**config.mk**
```make
export PLATFORM = sky130hd
export DESIGN_NAME = mref_decode_unit
export DESIGN_NICKNAME = d
export VERILOG_FILES = /design/src/rtl/mref_pkg.sv /design/src/rtl/mref_addr_gen.sv /design/src/rtl/mref_exec.sv /design/src/rtl/mref_decode_unit.sv
export SDC_FILE = /design/constraint.sdc
export NUM_CORES = 1
export LEC_CHECK = 0
export BUFFER_PORTS_ARGS = -buffer_cell sky130_fd_sc_hd__buf_2
export CAP_MARGIN = 5
export CORE_ASPECT_RATIO = 1.75
export CORE_MARGIN = 3
export CORE_UTILIZATION = 55
export CTS_CLUSTER_SIZE = 28
export DETAILED_ROUTE_END_ITERATION = 7
export PLACE_DENSITY = 0.87
export RECOVER_POWER = 100
export SLEW_MARGIN = 40
export SYNTH_ARGS = -nofsm -noshare
export SYNTH_HDL_FRONTEND = slang
export SYNTH_SLANG_ARGS = --single-unit
```
**constraint.sdc**
```tcl
create_clock -name clk -period 6.6 [get_ports clk]
set_input_delay 0.33 -clock clk [delete_from_list [all_inputs] [get_ports clk]]
set_output_delay 0.33 -clock clk [all_outputs]
set_load 0.02 [all_outputs]
```
**src/rtl/mref_pkg.sv**
```systemverilog
package mref_pkg;

    localparam int WORD_W   = 12;
    localparam int FIELD_W  = 3;
    localparam int ADDR_W   = WORD_W + FIELD_W;
    localparam int PAGE_LSB = 7;
    localparam int PAGE_W   = WORD_W - PAGE_LSB;
    localparam logic [WORD_W-1:0] IRQ_WORD = 12'o4000;

    typedef enum logic [2:0] {
        OP_AND = 3'd0,
        OP_TAD = 3'd1,
        OP_ISZ = 3'd2,
        OP_DCA = 3'd3,
        OP_JMS = 3'd4,
        OP_JMP = 3'd5,
        OP_IOT = 3'd6,
        OP_OPR = 3'd7
    } opclass_e;

    typedef struct packed {
        logic load;
        logic store;
        logic redirect;
        logic indirect;
        logic autoinc;
        logic illegal;
    } ctl_t;

    typedef struct packed {
        logic [WORD_W-1:0] acc;
        logic              link;
        logic [WORD_W-1:0] wdata;
        logic [ADDR_W-1:0] next_pc;
    } exec_t;

    // Advance the offset part of an address, keeping its field.
    function automatic logic [ADDR_W-1:0] offset_inc(input logic [ADDR_W-1:0] a);
        return {a[ADDR_W-1:WORD_W], a[WORD_W-1:0] + WORD_W'(1)};
    endfunction

endpackage

```
**src/rtl/mref_addr_gen.sv**
```systemverilog
module mref_addr_gen
    import mref_pkg::*;
(
    input  logic [WORD_W-1:0]  insn,
    input  logic [ADDR_W-1:0]  pc,
    input  logic [FIELD_W-1:0] dfld,
    input  logic [FIELD_W-1:0] ifld,
    input  logic               irq,
    output opclass_e           op,
    output ctl_t               ctl,
    output logic [ADDR_W-1:0]  ea,
    output logic [ADDR_W-1:0]  npc
);
    logic [WORD_W-1:0] word;
    logic              irq_bad;
    logic              mem_ref;
    logic [PAGE_W-1:0] page_bits;

    always_comb begin
        irq_bad   = irq && ((dfld != '0) || (ifld != '0));
        word      = irq ? IRQ_WORD : insn;
        npc       = irq ? pc : offset_inc(pc);
        op        = opclass_e'(word[WORD_W-1:WORD_W-3]);

        ctl.illegal  = irq_bad || (op == OP_IOT) || (op == OP_OPR);
        ctl.load     = !ctl.illegal && (op == OP_AND || op == OP_TAD || op == OP_ISZ);
        ctl.store    = !ctl.illegal && (op == OP_ISZ || op == OP_DCA || op == OP_JMS);
        ctl.redirect = !ctl.illegal && (op == OP_ISZ || op == OP_JMS || op == OP_JMP);
        mem_ref      = ctl.load || ctl.store || ctl.redirect;
        ctl.indirect = mem_ref && word[8];
        ctl.autoinc  = ctl.indirect && !ctl.redirect && (word[6:3] == 4'b0001);

        page_bits = word[PAGE_LSB] ? npc[WORD_W-1:PAGE_LSB] : '0;
        ea        = mem_ref ? {dfld, page_bits, word[PAGE_LSB-1:0]} : '0;
    end
endmodule

```
**src/rtl/mref_exec.sv**
```systemverilog
module mref_exec
    import mref_pkg::*;
(
    input  opclass_e           op,
    input  logic               illegal,
    input  logic [FIELD_W-1:0] ifld,
    input  logic [ADDR_W-1:0]  pc,
    input  logic [ADDR_W-1:0]  npc,
    input  logic [WORD_W-1:0]  acc,
    input  logic               link,
    input  logic [WORD_W-1:0]  opnd,
    input  logic [ADDR_W-1:0]  final_addr,
    output exec_t              res
);
    logic [WORD_W:0]   sum;
    logic [WORD_W-1:0] inc;

    always_comb begin
        sum = {1'b0, acc} + {1'b0, opnd} + {link, {WORD_W{1'b0}}};
        inc = opnd + WORD_W'(1);

        res.acc     = acc;
        res.link    = link;
        res.wdata   = '0;
        res.next_pc = npc;

        if (illegal) begin
            res.next_pc = pc;
        end else begin
            unique case (op)
                OP_AND: res.acc = acc & opnd;
                OP_TAD: {res.link, res.acc} = sum;
                OP_ISZ: begin
                    res.wdata = inc;
                    if (inc == '0) res.next_pc = offset_inc(npc);
                end
                OP_DCA: begin
                    res.wdata = acc;
                    res.acc   = '0;
                end
                OP_JMS: begin
                    res.wdata   = npc[WORD_W-1:0];
                    res.next_pc = {ifld, final_addr[WORD_W-1:0] + WORD_W'(1)};
                end
                OP_JMP: res.next_pc = {ifld, final_addr[WORD_W-1:0]};
                default: res.next_pc = pc;
            endcase
        end
    end
endmodule

```
**src/rtl/mref_decode_unit.sv**
```systemverilog
module mref_decode_unit
    import mref_pkg::*;
(
    input  logic        clk,
    input  logic        rst,
    input  logic        in_valid,
    input  logic [11:0] insn,
    input  logic [14:0] pc,
    input  logic [2:0]  dfld,
    input  logic [2:0]  ifld,
    input  logic        irq,
    input  logic [11:0] acc_in,
    input  logic        link_in,
    input  logic [11:0] opnd_in,
    input  logic [14:0] final_addr,
    output logic        out_valid,
    output logic [2:0]  op_class,
    output logic        need_load,
    output logic        need_store,
    output logic        may_redirect,
    output logic        need_indirect,
    output logic        need_autoinc,
    output logic        illegal,
    output logic [14:0] ea,
    output logic [14:0] npc_dflt,
    output logic [11:0] res_acc,
    output logic        res_link,
    output logic [11:0] res_wdata,
    output logic [14:0] res_next_pc
);
    opclass_e          op_c;
    ctl_t              ctl_c, ctl_q;
    logic [ADDR_W-1:0] ea_c, npc_c;
    exec_t             ex_c, ex_q;

    mref_addr_gen u_addr (
        .insn (insn),
        .pc   (pc),
        .dfld (dfld),
        .ifld (ifld),
        .irq  (irq),
        .op   (op_c),
        .ctl  (ctl_c),
        .ea   (ea_c),
        .npc  (npc_c)
    );

    mref_exec u_exec (
        .op         (op_c),
        .illegal    (ctl_c.illegal),
        .ifld       (ifld),
        .pc         (pc),
        .npc        (npc_c),
        .acc        (acc_in),
        .link       (link_in),
        .opnd       (opnd_in),
        .final_addr (final_addr),
        .res        (ex_c)
    );

    always_ff @(posedge clk) begin
        if (rst) begin
            out_valid <= 1'b0;
            op_class  <= '0;
            ctl_q     <= '0;
            ea        <= '0;
            npc_dflt  <= '0;
            ex_q      <= '0;
        end else begin
            out_valid <= in_valid;
            op_class  <= op_c;
            ctl_q     <= ctl_c;
            ea        <= ea_c;
            npc_dflt  <= npc_c;
            ex_q      <= ex_c;
        end
    end

    assign need_load     = ctl_q.load;
    assign need_store    = ctl_q.store;
    assign may_redirect  = ctl_q.redirect;
    assign need_indirect = ctl_q.indirect;
    assign need_autoinc  = ctl_q.autoinc;
    assign illegal       = ctl_q.illegal;
    assign res_acc       = ex_q.acc;
    assign res_link      = ex_q.link;
    assign res_wdata     = ex_q.wdata;
    assign res_next_pc   = ex_q.next_pc;
endmodule

```
* After elaboration in Yosys (flattened, before gate mapping)
Cells that the tools add are included.
W data, S select, Z words.
** Cells by class
- Shift-type cells :: 0
- Order comparisons :: 0
- Equal/unequal tests :: 8
- Reductions and logical operators :: 29
- Multiplexer cells :: 9
- Add/sub/neg operators :: 6
- Div/mod/pow operators :: 0
- Bitwise operators :: 3
- Multipliers :: 0
** Operators by type and width (count)
- $pmux W12 S3 :: 2
- $pmux W15 S4 :: 1
- $add A12 B1 Y12 const B :: 4
- $mux W12 :: 3
- $mux W25 :: 1
- $mux W15 :: 1
- $add A12 B12 Y13 :: 1
- $add A13 B13 Y13 :: 1
- $and A12 B12 Y12 :: 1
- $eq A3 B3 Y1 const B :: 4
- $logic_not A12 Y1 :: 1
- $logic_or A1 B1 Y1 :: 11
- $reduce_or A3 Y1 :: 3
- $logic_and A1 B1 Y1 :: 7
- $eq A3 B2 Y1 const B :: 2
- $reduce_bool A3 Y1 :: 2
- $eq A4 B1 Y1 const B :: 1
- $reduce_or A2 Y1 :: 2
- $eq A3 B1 Y1 const B :: 1
- $logic_not A3 Y1 :: 1
- $logic_not A1 Y1 :: 2
- $not A1 Y1 :: 2
- $mux W1 :: 1
** Storage, ports and cells
- Memories :: 0
- Latch bits :: 0
- Bits of input ports :: 77
- Register bits :: 80
- Bits in writable memories :: 0
- Output and inout bits :: 80
- ROM bits :: 0
- Logic and storage cells :: 71

* Longest topological paths before layout
Gate-level depths: netlist of the first run.
- Depth after elaboration :: 12
- Gate-level depth with buffers :: 11
- Gate-level depth less buffers :: 11

* By module
Synthesis of the first run repeated with hierarchy kept, for this count alone.
** Second synthesis, totals
- Cell total of the unflattened synthesis :: 620
- Area total of the unflattened synthesis :: 5043.6 um2
** By module, submodules not included
- mref_exec :: seq. area each 0.0 um2, cells an instance 371, times used 1, area each 2341.0 um2
- mref_decode_unit :: seq. area each 1601.5 um2, cells an instance 168, times used 1, area each 2142.1 um2
- mref_addr_gen :: seq. area each 0.0 um2, cells an instance 81, times used 1, area each 560.5 um2

* Worst setup path after synthesis of the first run
Ideal clock, no wire load.
- Path type :: input -> register
- Start :: input irq
- End :: register ex_q (netlist bit res_next_pc[6])
- Required time :: 6.535 ns
- Slack :: 4.148 ns
- Cell stages on the path :: 11
- Buffers on the path :: 2
- Data arrival time :: 2.387 ns
- Cells stage by stage :: buf_6 -> clkbuf_1 -> xnor2_1 -> ha_1 -> inv_1 -> or3_4 -> or3_4 -> nor4_4 -> mux2i_1 -> o22ai_1 -> nor2_1
** Between the ends
- Cells in the longest elaborated chain, start to end :: 5
- Elaborated cells between the ends (all ways) :: 18
- Classes of those cells :: 1 x add/sub; 7 x eq/ne; 5 x mux; 5 x reduce/logical
** RTL lines
- start, declared :: RTL line mref_decode_unit.sv:11 : input logic irq,
- $mux W12 :: RTL line mref_addr_gen.sv:22 : npc = irq ? pc : offset_inc(pc);
- net npc_c[0] :: RTL line mref_decode_unit.sv:33 : logic [ADDR_W-1:0] ea_c, npc_c;
- $add A12 B1 Y12 :: RTL line mref_pkg.sv:39 : return {a[ADDR_W-1:WORD_W], a[WORD_W-1:0] + WORD_W'(1)};
- $mux W12 :: RTL line mref_exec.sv:35 : if (inc == '0) res.next_pc = offset_inc(npc);
- $pmux W15 S4 :: RTL line mref_exec.sv:30 : unique case (op)
- $mux W15 :: RTL line mref_exec.sv:27 : if (illegal) begin
- end signal, assigned :: RTL line mref_decode_unit.sv:68 : ex_q <= '0;
- end signal, assigned :: RTL line mref_decode_unit.sv:75 : ex_q <= ex_c;
- end, declared :: RTL line mref_decode_unit.sv:34 : exec_t ex_c, ex_q;
The timed path passes the listed nets, and every way through them passes these cells.
A chain may end at the register's enable or synchronous reset.

* Final worst setup path of the first run
- Start :: input opnd_in[0]
- End :: register ex_q (netlist bit res_next_pc[11])
** Between the ends
- Cells in the longest elaborated chain, start to end :: 5
** RTL lines
- start, declared :: RTL line mref_decode_unit.sv:14 : input logic [11:0] opnd_in,
- $add A12 B1 Y12 :: RTL line mref_exec.sv:20 : inc = opnd + WORD_W'(1);
- $logic_not A12 Y1 :: RTL line mref_exec.sv:35
- $mux W12 :: RTL line mref_exec.sv:35
- $pmux W15 S4 :: RTL line mref_exec.sv:30
- $mux W15 :: RTL line mref_exec.sv:27
Every way passes these cells.

==> flow_summary.toml, run 1 <==
[global_routing]
antenna_found_initial = 0
grt_use_total_pct = 30.6
grt_pass1_vias = 4668
overflow = 0
grt_first_pass_wirelength_mm = 22.3
grt_max_degree = 53

[job]
drv_cap = 1

[yosys]
ys_seq_elements = 80
yosysTopAreaCell = "dfxtp_1"
synth-async-reset-ratio_pct = 0
synth_fp_nets = 634
synth_common_cells = "nor2_1, dfxtp_1, nand2_1, clkbuf_1, xnor2_1"
synth_area_um2 = 4530
synthCells = 539
yosysWarnings = 0
ys.flop_type = "dfxtp_1"
synth-edff-count = 0
synth.distinct_cells = 65
synth_top_area_share_pct = 35.4
synth_seq_area_share_pct = 35.4
synth_area_leaders = "dfxtp_1, nor2_1, ha_1"
synth.most_common_cell = "nor2_1"
syn-mean-instance-area_um2 = 8.40

[sta]
fmax_mhz = 305
post-route-period-util_pct = 49.6
final-hold-violation-count = 0
worstMarginPinSlew_ps = 2360
setup_ws_ps = 3330
rsz0062_at_grt = "false"
fin_crit_ps = 3270
setup_viol = 0
setup_tns_ps = 0
slew_violations = 53
relSlewSlack_pct = -57.1

[setup_path]
worst_ep_required_time_ps = 6720
critPathLaunchType = "input port"
critPathMaxFanout = 12
crit_path_end_kind = "register"
critPathKind = "in -> reg"
critPathArrivalTime_ps = 3390

[power_and_ir_drop]
power-per-cell-area_nw_per_um2 = 234
p_leak_nw = 2.16
peakVddDrop_uv = 141

[worst_hold_path]
holdPathStages = 2
min_to = "ea[1]"
hp-start = "insn[1]"
min_path_type = "in -> reg"

[detailed_routing]
vias_per_cell = 6.22
detail_route.wl_per_cell_um = 19.0
wl_met3_um = 903
vias = 4778
drt-pass1-iter-count = 6
highest_layer = "met4"
routed_wl_mm = 14.6
drtIter0Drc = 384
antenna_left = 0
wl_met1_mm = 5.10
met2WireLength_mm = 7.73
drc = 0

[die]
die_w_um = 74.6
die_h_um = 126
pin_count = 157
die_area_um2 = 9400
start_util_pct = 56.9
row_count = 43
fp.coreArea_um2 = 7960

[clock_network]
cts.hold.buffers_added = 0
post_cts_resized = 0
clk_path_buf_depth = 2
cts_buffers = 9
cts_root_buffer = "clkbuf_16"
path_clk_slew_ps = 60
cts_sinks = 80
post_cts_buffers = 0
cts_tree = "yes"
htree_levels = 3

[layout]
final_cells = 768
diodes = 0
drive_gt1_share_pct = 15.3
fin_util_pct = 68.4
fin_nets = 769
syn_to_final_growth_pct = 20.3

[placed_design]
dp_cells = 753
gp_congestion = 0.951
numPortBuffers = 153
place_ws_ps = 3660
hpwl_mm = 10.7

[status]
violations = "capacitance limit, slew limit"
status = "finished, violations left"
## report_power, final
part	total (mW)	switching [mW]	internal (mW)	leakage [nW]
logic	0.270	0.177	0.0926	1.36
clock network	0.489	0.199	0.291	0.135
registers	0.517	0.00746	0.510	0.661
## state kept, by name, indices dropped and copies added, names as in the netlist
signal and count:
ea 15, npc_dflt 15, res_next_pc 15, res_acc 12, res_wdata 12, op_class 3
illegal 1, may_redirect 1, need_autoinc 1, need_indirect 1, need_load 1, need_store 1
out_valid 1, res_link 1
## metal layers
metal	GRT usage, %	vias to the layer above
met2	54.6	266
met3	4.79	57
li1	-	2209
met4	19.4	0
met5	0	-
met1	31.5	2246
## critical path, cell delays in order
cell       delay (ps)
clkbuf_1          250
ha_1              370
and2_0            190
a21oi_1            70
o32ai_1           240
o2111ai_1         590
nor3_1            480
nor4b_1           390
mux2i_1           350
a211oi_2          110
## cell usage in the layout, fill, tap and decap left out, types with 5 or more instances in the layout
master	instances
and2_1	7
nand3_1	16
nor4_1	9
xnor2_1	23
a21oi_1	22
and3_1	7
dfxtp_1	80
a22oi_1	11
nor3_1	17
a211oi_1	15
o21ai_0	20
nor2b_1	9
buf_2	69
and2_0	12
inv_1	7
buf_4	5
clkbuf_1	85
clkbuf_16	9
xor2_1	16
nand2b_1	5
ha_1	17
mux2i_1	7
nand2_1	33
a221oi_1	10
nor2_1	91
nand4_1	5
## kinds of logic after synthesis
family / count (synthesis) / share of synthesized area [%]
flops: 80 / 35.4
xor+xnor: 39 / 7.54
buf+inv: 41 / 3.87
compound gates: 120 / 18.9
mux: 7 / 1.55
simple gates: 234 / 27.6
fa+ha+maj: 18 / 5.14
## metrics by stage
step / power, mW / area, um^2 / hold WS [ps]
2_1_floorplan: 0.701 / 4530 / 452
3_3_place_gp: 0.793 / 5300 / 535
3_5_place_dp: 0.799 / 5300 / 539
4_1_cts: 1.28 / 5590 / 194
5_1_grt: 1.33 / 5450 / 198
6_report: 1.28 / 5450 / 197
## cell type report
class / instances / area, um^2
Clock inverter: 5 / 58.8
Sequential cell: 80 / 1600
Tap cell: 90 / 113
Clock buffer: 10 / 229
Multi-Input combinational cell: 418 / 2720
Timing Repair Buffer: 158 / 698
Fill cell: 698 / 2520
Inverter: 7 / 26.3
## how the worst max path moves through the flow
stage | startpoint | end | slack (ps) | cells after the start
finish | opnd_in[0] | res_next_pc[11] | 3330 | 10
floorplan | irq | res_next_pc[6] | 4150 | 11
detailed placement | opnd_in[1] | res_next_pc[10] | 3660 | 10
global placement | opnd_in[1] | res_next_pc[11] | 3630 | 10
global route | opnd_in[0] | res_next_pc[11] | 3110 | 10
CTS | opnd_in[1] | res_next_pc[11] | 3920 | 10
(Power assumes the default switching activity.)
==> run 2, diff against run 1 <==
CORE_UTILIZATION = 46   (was 55)
PLACE_DENSITY = 0.77   (was 0.87)
clock period = 3 ns   (was 6.6 ns; I/O delays follow)
==> run 2 against run 1 <==
Compared with the run above:
- sequential cell count stayed put
- first-iteration DRC count is 21% lower
- largest power group is now clock
- critical path type unchanged
- power is 130% higher
- highest routed layer unchanged
- the run still ends with capacitance limit, slew limit left
==> flow_summary.toml, run 2 (synthesis gave the netlist of run 1 again) <==
[status]
status = "finished, violations left"
violations = "capacitance limit, slew limit"

[clock_network]
post_cts_resized = 0
cts_sinks = 80
clk_path_buf_depth = 2
post_cts_buffers = 0
path_clk_slew_ps = 60
cts.hold.buffers_added = 0
cts_buffers = 9
cts_root_buffer = "clkbuf_16"
htree_levels = 3
cts_tree = "yes"

[placed_design]
numPortBuffers = 153
place_ws_ps = 331
gp_congestion = 0.912
hpwl_mm = 11.4

[die]
die_area_um2 = 11100
die_h_um = 137
pin_count = 157
die_w_um = 81
row_count = 47
fp.coreArea_um2 = 9530
start_util_pct = 47.5

[power_and_ir_drop]
p_int_mw = 2.13
p_leak_nw = 2.23
power_mw = 2.95
peakVddDrop_uv = 288
power-per-cell-area_nw_per_um2 = 525
seq_power_share_pct = 38.5
power_frac_clock_pct = 41.0
comb_power_share_pct = 20.5
p_sw_share_pct = 27.6
p_switching_mw = 0.815

[detailed_routing]
routed_wl_mm = 14.7
drtIter0Drc = 305
drc = 0
detail_route.wl_per_cell_um = 18.1
antenna_left = 0
drt-pass1-iter-count = 5
vias_per_cell = 5.77
vias = 4682

[layout]
syn_to_final_growth_pct = 24.0
layout_commonest_cell = "nor2_1"
n_fill_cell = 946
fin_nets = 781
drive_gt1_share_pct = 16.5
final_cell_mix = "nor2_1, clkbuf_1, dfxtp_1, buf_2, nand2_1"

[sta]
final-hold-violation-count = 0
worstMarginPinSlew_ps = 2290
fmax_mhz = 381
setup_tns_ps = 0
setup_ws_ps = 376
fin_crit_ps = 2620
relSlewSlack_pct = -53.0
holdWs_ps = 15.1
rsz0062_at_grt = "false"
setup_viol = 0
post-route-period-util_pct = 87.5
slew_violations = 51

[setup_path]
critPathKind = "in -> reg"
worst_ep_required_time_ps = 3110
critPathMaxFanout = 8
critPathLaunchType = "input port"
crit_path_end_kind = "register"
critPathArrivalTime_ps = 2740

[job]
drv_cap = 1

[worst_hold_path]
min_path_type = "in -> reg"

[global_routing]
overflow = 0
antenna_found_initial = 1
grt_first_pass_wirelength_mm = 22.6
grt_use_total_pct = 26.6
grt_max_degree = 51
grt_pass1_vias = 4679
[run 2: cell count changes in the layout (fill, tap and decap cells not counted), sizes merged]
| cell | before | now |
|---|---|---|
| clkinv | 2 | 1 |
| clkinvlp | 2 | 0 |
| bufinv | 1 | 3 |
| buf | 74 | 82 |
| clkbuf | 94 | 98 |
| diode | 0 | 1 |
[run 2: critical path: stages]
cell and delay, ps:
buf_2 160, ha_1 320, and2_0 210, a21oi_1 80
o32ai_1 300, o2111ai_1 460, nor3_1 390, nor4b_4 270
mux2i_1 270, a311oi_2 120
[run 2: power groups by stage]
stage	Clock, mW	Combinational, mW	Sequential, mW
6_report	1.21	0.605	1.14
5_1_grt	1.27	0.657	1.14
4_1_cts	1.23	0.621	1.14
3_5_place_dp	0	0.616	1.16
3_3_place_gp	0	0.604	1.16
2_1_floorplan	0	0.307	1.24
[run 2: final cells by class]
type / instances / area [um^2] / share of cell area [%]
multi-input combinational: 418 / 2740 / 48.7
sequential: 80 / 1600 / 28.5
timing repair buffer: 170 / 771 / 13.7
clock buffer: 10 / 229 / 4.08
tap: 122 / 153 / 2.72
clock inverter: 4 / 95.1 / 1.69
inverter: 7 / 26.3 / 0.468
antenna: 1 / 2.50 / 0.0446
[run 2: final timing paths]
path / depth (start not counted) / slack, ps / to / from
setup / recovery: 10 / 380 / res_next_pc[10] / opnd_in[1]
hold / removal: 2 / 20 / ea[1] / insn[1]
[run 2: metal layers]
| metal | wire length (um) | track usage [%] | vias up |
|---|---|---|---|
| li1 | - | - | 2237 |
| met1 | 5120 | 27.5 | 2210 |
| met2 | 7900 | 48.2 | 191 |
| met3 | 858 | 4.52 | 44 |
| met4 | 802 | 17.0 | 0 |
| met5 | 0 | 0 | - |
[run 2: metrics by stage]
step           utilization, %  instances  cell area, um^2
2_1_floorplan               -        539             4530
4_1_cts                  60.3        811             5750
3_5_place_dp             56.9        797             5430
6_report                 58.9        812             5610
5_1_grt                  58.9        812             5610
3_3_place_gp             56.9        797             5430
